$ cat src/rtl/conv_result_buffer.sv
module conv_result_buffer #(
  parameter int W = 24
) (
  input  logic         clk,
  input  logic         rst_n,
  input  logic         standby,
  input  logic [2:0]   gain_code,
  input  logic         conv_valid,
  input  logic [W-1:0] conv_data,
  input  logic         rd_start,
  input  logic         rd_done,
  output logic [W-1:0] dout,
  output logic         drdy_n
);
  localparam int XW = W + 5;
  localparam logic signed [XW-1:0] MAXV = {{6{1'b0}}, {(W-1){1'b1}}};
  localparam logic signed [XW-1:0] MINV = {{6{1'b1}}, {(W-1){1'b0}}};

  logic [2:0]           shamt;
  logic signed [XW-1:0] ext, shifted;
  logic [W-1:0]         scaled;

  assign shamt   = gain_code[2] ? {1'b0, gain_code[1:0]} + 3'd1 : 3'd0;
  assign ext     = {{5{conv_data[W-1]}}, conv_data};
  assign shifted = ext <<< shamt;
  assign scaled  = (shifted > MAXV) ? MAXV[W-1:0] :
                   (shifted < MINV) ? MINV[W-1:0] : shifted[W-1:0];

  logic         out_full, reading, buf_full;
  logic [W-1:0] buf_q;
  logic         of_n, rd_n, bf_n;
  logic [W-1:0] dout_n, buf_n;
  logic         take;

  assign take = conv_valid & ~standby;

  always_comb begin
    of_n   = out_full;
    rd_n   = reading;
    bf_n   = buf_full;
    dout_n = dout;
    buf_n  = buf_q;
    if (reading && rd_done) begin
      rd_n = 1'b0;
      if (buf_full) begin
        dout_n = buf_q;
        bf_n   = 1'b0;
      end else begin
        of_n = 1'b0;
      end
    end else if (!reading && rd_start && out_full) begin
      rd_n = 1'b1;
    end
    if (take) begin
      if (rd_n) begin
        buf_n = scaled;
        bf_n  = 1'b1;
      end else begin
        dout_n = scaled;
        of_n   = 1'b1;
      end
    end
  end

  always_ff @(posedge clk or negedge rst_n) begin
    if (!rst_n) begin
      out_full <= 1'b0;
      reading  <= 1'b0;
      buf_full <= 1'b0;
      buf_q    <= '0;
      dout     <= '0;
      drdy_n   <= 1'b1;
    end else begin
      out_full <= of_n;
      reading  <= rd_n;
      buf_full <= bf_n;
      buf_q    <= buf_n;
      dout     <= dout_n;
      drdy_n   <= standby | ~of_n;
    end
  end
endmodule


$ cat config.mk
export PLATFORM = sky130hd
export DESIGN_NAME = conv_result_buffer
export DESIGN_NICKNAME = d
export VERILOG_FILES = /design/src/rtl/conv_result_buffer.sv
export SDC_FILE = /design/constraint.sdc
export NUM_CORES = 1
export LEC_CHECK = 0
export BUFFER_PORTS_ARGS = -buffer_cell sky130_fd_sc_hd__buf_2
export CAP_MARGIN = 10
export CORE_ASPECT_RATIO = 0.7
export CORE_MARGIN = 2
export CORE_UTILIZATION = 30
export CTS_CLUSTER_DIAMETER = 40
export DETAILED_ROUTE_END_ITERATION = 16
export HOLD_SLACK_MARGIN = 0.1
export SYNTH_ARGS = -nofsm -noshare
export SYNTH_HDL_FRONTEND = slang
export SYNTH_SLANG_ARGS = --single-unit
$ cat constraint.sdc
create_clock -name clk -period 2.7 [get_ports clk]
set_input_delay 0.135 -clock clk [delete_from_list [all_inputs] [get_ports clk]]
set_output_delay 0.135 -clock clk [all_outputs]
set_load 0.1 [all_outputs]
; ---- Yosys cells after proc, flatten, opt, wreduce, memory -nomap -nowiden
; Index checks and enable logic that the tools add are counted.
[totals]
register_bits = 52
input_bits = 33
[classes]
add_sub_neg = 1
order_cmp = 2
shifts = 1
mux = 16
n_bitwise = 4
n_reduce_logical = 5
[op_table]
columns = cell, count
row1 = two-way mux 24 bit, 6
row2 = "greater-than comparator 29 x 24 -> 1 bit, second input constant", 1
row3 = "less-than comparator 29 x 24 -> 1 bit, second input constant", 1
row4 = <<< shifter 24 x 3 -> 29 bit, 1
row5 = two-way mux 1 bit, 9
row6 = "adder 2 x 1 -> 3 bit, second input constant", 1
row7 = logical AND 1 bit, 3
row8 = two-way mux 3 bit, 1
row9 = inverter 1 bit, 2
row10 = AND reduction 2 bit, 1
row11 = bitwise AND 1 bit, 1
row12 = zero test 1 bit, 1
row13 = OR 1 bit, 1

; ---- Depth between registers and ports, before layout
; Gate-level depths: netlist of the first run.
[depth]
word_depth = 9
mapped_depth = 9
mapped_depth_nobuf = 7

; ---- Worst setup path before layout of the first run
; Ideal clock, no wire load.
[synth_path]
path_type = input to register
start = in gain_code[0]
end = reg buf_q[21]
setup_time_ps = 123
t_arrival_ps = 1837
slack_ps = 740
path_stages = 9
path_buffers = 2
cell_sequence = ha_1 -> buf_4 -> nor3b_1 -> o21bai_2 -> a32oi_1 -> a41oi_4 -> nor2_4 -> buf_6 -> a21oi_1
[synth_between]
elab_chain_cells = 6
[synth_rtl]
columns = element, line
row1 = from (decl), 7  ; input logic [2:0] gain_code,
row2 = adder 2 x 1 -> 3 bit (*), 23  ; assign shamt = gain_code[2] ? {1'b0, gain_code[1:0]} + 3'd1 : 3'd0;
row3 = two-way mux 3 bit (*), 23
row4 = <<< shifter 24 x 3 -> 29 bit (*), 25  ; assign shifted = ext <<< shamt;
row5 = less-than comparator 29 x 24 -> 1 bit, 27  ; (shifted < MINV) ? MINV[W-1:0] : shifted[W-1:0];
row6 = two-way mux 24 bit, 27
row7 = two-way mux 24 bit (*), 26  ; assign scaled = (shifted > MAXV) ? MAXV[W-1:0] :
row8 = to (signal assigned), 77  ; buf_q <= buf_n;
row9 = to (decl), 30  ; logic [W-1:0] buf_q;
; Every way passes the cells marked *; elsewhere a longest branch is shown, timed or not.
; A chain may end at the register's enable or synchronous reset.

; ---- Final worst setup path of the first run
[layout_path]
start = in gain_code[0]
end = reg buf_q[4]
; Same word-level chain as after synthesis.

==> run metrics, run 1 <==
Core Box Area=0.01251 sq mm; GRT Total Usage=0.1706; max cap viols=0; WP data required=2840 ps; largest family of logic cells by synthesized area=compound AO/OA/AOI/OAI gates; worst min-delay path category=in2reg; Post-Synth Simple-Gate Area=0.2059; Iter 0 DRT Violations=275; TritonCTS clock tree=yes; Die Area=0.01384 sq mm; maximum number of pins on one net before global-route repair=28; Post-Syn Area=0.003870 sq mm; Yosys top cell by area=dfrtp_1; post-synthesis compound-gate area fraction=0.2683; Post-route DRC=0; GR Overflow Total=0; wire per inst=17.94 um; number of synthesized flops with an enable pin=0; status=finished, final reports clean; # resized after CTS=0; chip height=99.03 um; Final Cycle Share=0.8844; post-CTS setup buffers=0; Sink Count=52; area growth from synthesis to layout=15.62%; P per Cell Area=1060 mW/mm^2; Root Driver=clkbuf_16; final hold viol count=0; synth unique cells=67; sequential area share after synthesis=0.3366; Layout Skew=6.977 ps; r2r setup slk=620 ps; top cells by area, synth=dfrtp_1, mux2i_1, nand2_1, a32oi_1, a21oi_1; H-tree levels=2; worst slew pin tran=974.0 ps; Sequential cell area=0.001303 sq mm; reg2reg start=reading; Total Power=4.741 mW; Worst EP arrival=2520 ps; fraction of layout cells with a size suffix above 1=0.2935; clk_lat worst skew=300 ps; Yosys top cell area share=0.3298; PortBufs=57; Longest Clk Path Bufs=2; Final Util=0.3577; max-slew violations=0; FMAX=418.8 MHz; asr flop ratio synth=1.000; startpoint types=input port; vias in the first global route=3,605; row count=34; Post-Synth Adder-Cell Area=0.003233; Synth Instances=420; Initial Util=0.3094; Routed Antenna Nets=0; final RePlAce weighted congestion=0.9392; initial antenna violation count=0; final net count=510; placed instance count=629; Static Leak=1.873 nW; Warnings, synthesis=0; critical path launch point=gain_code[0]; max_slew headroom=0.3506; post-synthesis register bit count=52; Reg2Reg Depth=4; number of vias per cell=5.664; Ports=58; area of the multi-input gates=0.002305 sq mm; kind of critical path=in2reg; Avg Synthesized Cell Area=9.214 sq um; Layout fillers=1,325; hold path depth=4; clock buffer count from CTS=5; multiplexer area fraction after synthesis=0.1180; first-pass GRT wire length=18,980 um; via count=3,619; maximum vdd drop=799.8 uV; drt total wl=11,460 um; setup_tns=0 ps; RSZ-0062 raised after global routing=false; Die W=139.8 um; syn nets=454; Final min period=2388 ps; HPWL Detailed=8572 um; reg2reg end=dout[4]; CTS hold repair buffers=2; # setup viols final=0; tightest hold margin=166.1 ps; Crit Path Max Fanout=12; most common cell in the netlist=nand2_1; crit end category=register; number of detailed-route iterations in the first pass=6; clock-pin transition on the worst setup and hold timing paths=60 ps; Diodes inserted=0; Non-Filler Instances=639; xor-xnor portion of the synthesized cell area=0; min-delay src=rd_done; Hold Path End=buf_full; Synth Flop Type=dfrtp_1; Post-synth top cells=nand2_1, dfrtp_1, mux2i_1, a21oi_1, nor2_1
cell usage in the layout, fill, tap and decap left out, types with 5 or more instances in the layout:
master and count:
buf_4 23, nand3_2 8, o22a_1 11, buf_2 57, dfrtp_1 51, nand2_1 79
o211ai_1 6, o22ai_1 7, nand3_1 9, inv_1 6, and3_1 5, nor2_1 19
mux2i_1 31, clkbuf_16 5, a32oi_1 16, mux2_2 5, a22oi_1 7, a21oi_1 24
nand3b_1 6, o21ai_1 10, a21oi_2 8, o21ai_0 8
through the flow:
step	setup slack (ps)	area (sq um)
floorplan	739.6	3870
global placement	115.0	4298
detailed placement	43.26	4298
CTS	361.1	4474
global route	135.5	4474
finish	312.2	4474
per-layer routing:
layer,global-route usage,up-vias,routed length [um]
met3,0.03547,17,787
met2,0.2589,149,4919
li1,-,1678,-
met1,0.2480,1775,5591
met4,0.04385,0,165
met5,0,-,0
flip-flops by register name, indices dropped and copies added (netlist names):
name,flops
buf_full,1
dout,24
out_full,1
drdy_n,1
buf_q,24
reading,1
layout make-up:
class | instances | area share
multi-input cells | 327 | 0.5151
flip-flops and latches | 52 | 0.2911
well taps | 162 | 0.04530
inverters | 8 | 0.006711
clock buffers | 8 | 0.03496
repair buffers | 82 | 0.1068
power by group:
part	internal (mW)	switching [mW]	leakage, nW	total, mW
sequential	1.16	0.209	0.582	1.37
combinational	0.612	2.08	1.21	2.69
clock	0.395	0.283	0.0772	0.679
total	2.17	2.57	1.87	4.74
worst max-delay path, cell delays in order:
cell and delay [ps]:
buf_2 100, ha_1 400, buf_4 230, o21a_2 280
a2bb2oi_2 160, nand2_1 180, nor3_1 80, a21oi_1 760
o31ai_1 190
worst max-delay path by stage:
stage / to / cells past startpoint
CTS: buf_q[15] / 9
floorplan: buf_q[21] / 9
global placement: buf_q[14] / 9
global route: buf_q[15] / 9
finish: buf_q[4] / 9
detailed placement: buf_q[15] / 9
kinds of logic (layout without fill, tap and decap cells):
family                   Yosys count  in the layout
multiplexers                      40             40
buffers and inverters             41             98
adder cells (fa/ha/maj)            1              1
AO/OA/AOI/OAI                    134            134
flip-flops                        52             52
AND/OR/NAND/NOR                  152            152
(Power assumes the default switching activity.)
==> run 2: changes to the inputs <==
- PLACE_DENSITY: unset -> 0.46
==> run metrics, run 2 (same netlist as run 1, synthesis figures left out) <==
# setup viols final=0 (unchanged); chip height=99.03 um (unchanged); Final min period=2353 ps (-34.48 ps); commonest non-fill, non-tap cell in the layout=nand2_1; net switching power=2.545 mW (-1.0%); Layout Skew=6.287 ps (-0.6896 ps); registers with the most flip-flops=buf_q x24, dout x24; maximum number of pins on one net before global-route repair=30 (+7.1%); crit end category=register; PortBufs=57 (unchanged); Clk pwr share=0.138 (-0.005); Crit Path Max Fanout=12 (unchanged); GR Overflow Total=0 (unchanged); Longest Clk Path Bufs=2 (unchanged); final net count=510 (unchanged); Iter 0 DRT Violations=224 (-19%); Routed Antenna Nets=0 (unchanged); TritonCTS clock tree=yes; Post-route DRC=0 (unchanged); logic gate share of total power=0.571 (+0.003); internal power=2.149 mW (-0.90%); switching fraction of total power=0.5422 (about the same); drt total wl=11,630 um (+1.5%); final RePlAce weighted congestion=0.8505 (-9.4%); commonest cells after routing, fill and taps aside=nand2_1, buf_2, dfrtp_1, mux2i_1, a21oi_1; worst slew pin tran=969.0 ps (-4.979 ps); hold path depth=4 (unchanged); setup_tns=0 ps (unchanged); max cap viols=0 (unchanged); clock-pin transition on the worst setup and hold timing paths=60 ps (about the same); GRT Total Usage=0.1726 (+0.002019); final hold viol count=0 (unchanged); Total Power=4.695 mW (-0.98%); Die Area=0.01384 sq mm (unchanged); area growth from synthesis to layout=15.68% (about the same); Post-DP Area=0.004310 sq mm (+0.29%); Reg2Reg Depth=4 (unchanged); reg2reg end=dout[4]; critical path launch point=gain_code[0]; Final Cycle Share=0.8716 (-0.01277); post-route cell area=0.004477 sq mm (about the same); vias in the first global route=3,488 (-3.2%); first-pass GRT wire length=19,050 um (+0.40%); startpoint types=input port; # resized after CTS=0 (unchanged); Ports=58 (unchanged); Initial Util=0.3094 (unchanged); Root Driver=clkbuf_16; H-tree levels=2 (unchanged); via count=3,502 (-3.2%); WP data required=2830 ps (about the same); HPWL Detailed=8582 um (+0.12%); Worst EP arrival=2490 ps (-30 ps); sequential share of power=0.292 (+0.003); post-CTS setup buffers=0 (unchanged); Static Leak=1.870 nW (-0.12%); r2r setup slk=700 ps (+80 ps); number of detailed-route iterations in the first pass=5 (-1); wire per inst=18.20 um (+1.5%); P per Cell Area=1049 mW/mm^2 (-1.0%); clock buffer count from CTS=5 (unchanged); Die W=139.8 um (unchanged); fraction of layout cells with a size suffix above 1=0.2914 (-0.002096); worst min-delay path category=in2reg; max_slew headroom=0.3540 (+0.003319); row count=34 (unchanged); Setup crit end=buf_q[15]; Core Box Area=0.01251 sq mm (unchanged); Diodes inserted=0 (unchanged); number of vias per cell=5.480 (-3.2%); RSZ-0062 raised after global routing=false; kind of critical path=in2reg; Sink Count=52 (unchanged); max-slew violations=0 (unchanged); clk_lat worst skew=290 ps (about the same); reg2reg start=reading; status=finished, final reports clean; initial antenna violation count=0 (unchanged); maximum vdd drop=916.7 uV (+15%); FMAX=424.9 MHz (+1.5%)
## run 2: what timing repair did
action | in CTS | in global routing
hold endpoints to repair | 23 | 0
setup endpoints to repair | 0 | 0
hold buffers | 2 | 0
## run 2: layout make-up
| type | instances | area, sq um |
|---|---|---|
| fillers | 1331 | 8030 |
| well taps | 162 | 202.7 |
| repair buffers | 82 | 490.5 |
| clock buffers | 8 | 146.4 |
| inverters | 8 | 30.03 |
| flip-flops and latches | 52 | 1303 |
| multi-input cells | 327 | 2305 |
## run 2: power by group through the flow
| stage | Clock, mW | Combinational (mW) | Sequential (mW) |
|---|---|---|---|
| 5_1_grt | 0.702 | 2.85 | 1.42 |
| 6_report | 0.646 | 2.68 | 1.37 |
| 4_1_cts | 0.669 | 2.69 | 1.37 |
| 3_5_place_dp | 0 | 2.68 | 1.39 |
| 2_1_floorplan | 0 | 0.895 | 2.66 |
| 3_3_place_gp | 0 | 2.67 | 1.38 |
## run 2: worst max-delay path: stages
cell	delay, ps
buf_2	110
ha_1	370
buf_4	220
o21a_2	290
a2bb2oi_2	160
nand2_1	180
nor3_1	70
a21oi_1	750
o211ai_1	200
## run 2: worst min-delay path by stage
| stage | from | slack (ps) | end |
|---|---|---|---|
| global placement | rst_n | 150 | dout[1] |
| CTS | rd_done | 150 | buf_full |
| finish | rd_done | 160 | buf_full |
| detailed placement | rst_n | 170 | dout[3] |
| global route | rd_done | 180 | reading |
| floorplan | rst_n | -160 | buf_full |
## run 2: per-layer routing
metal,vias up,wire length (um),global-route usage
met5,-,0,0
met4,0,136,0.03692
met3,9,628,0.03401
met2,81,4996,0.2548
met1,1729,5871,0.2605
li1,1683,-,-
## run 2: stage by stage
step,utilization,cells,hold WS [ps],worst slack [ps]
after CTS,0.3579,639,151.3,353.9
final,0.3579,639,160.8,346.7
after detailed placement,0.3446,629,167.7,36.58
after global routing,0.3579,639,184.3,163.9
after floorplan,-,420,-160.6,739.6
after global placement,0.3446,629,153.1,65.08
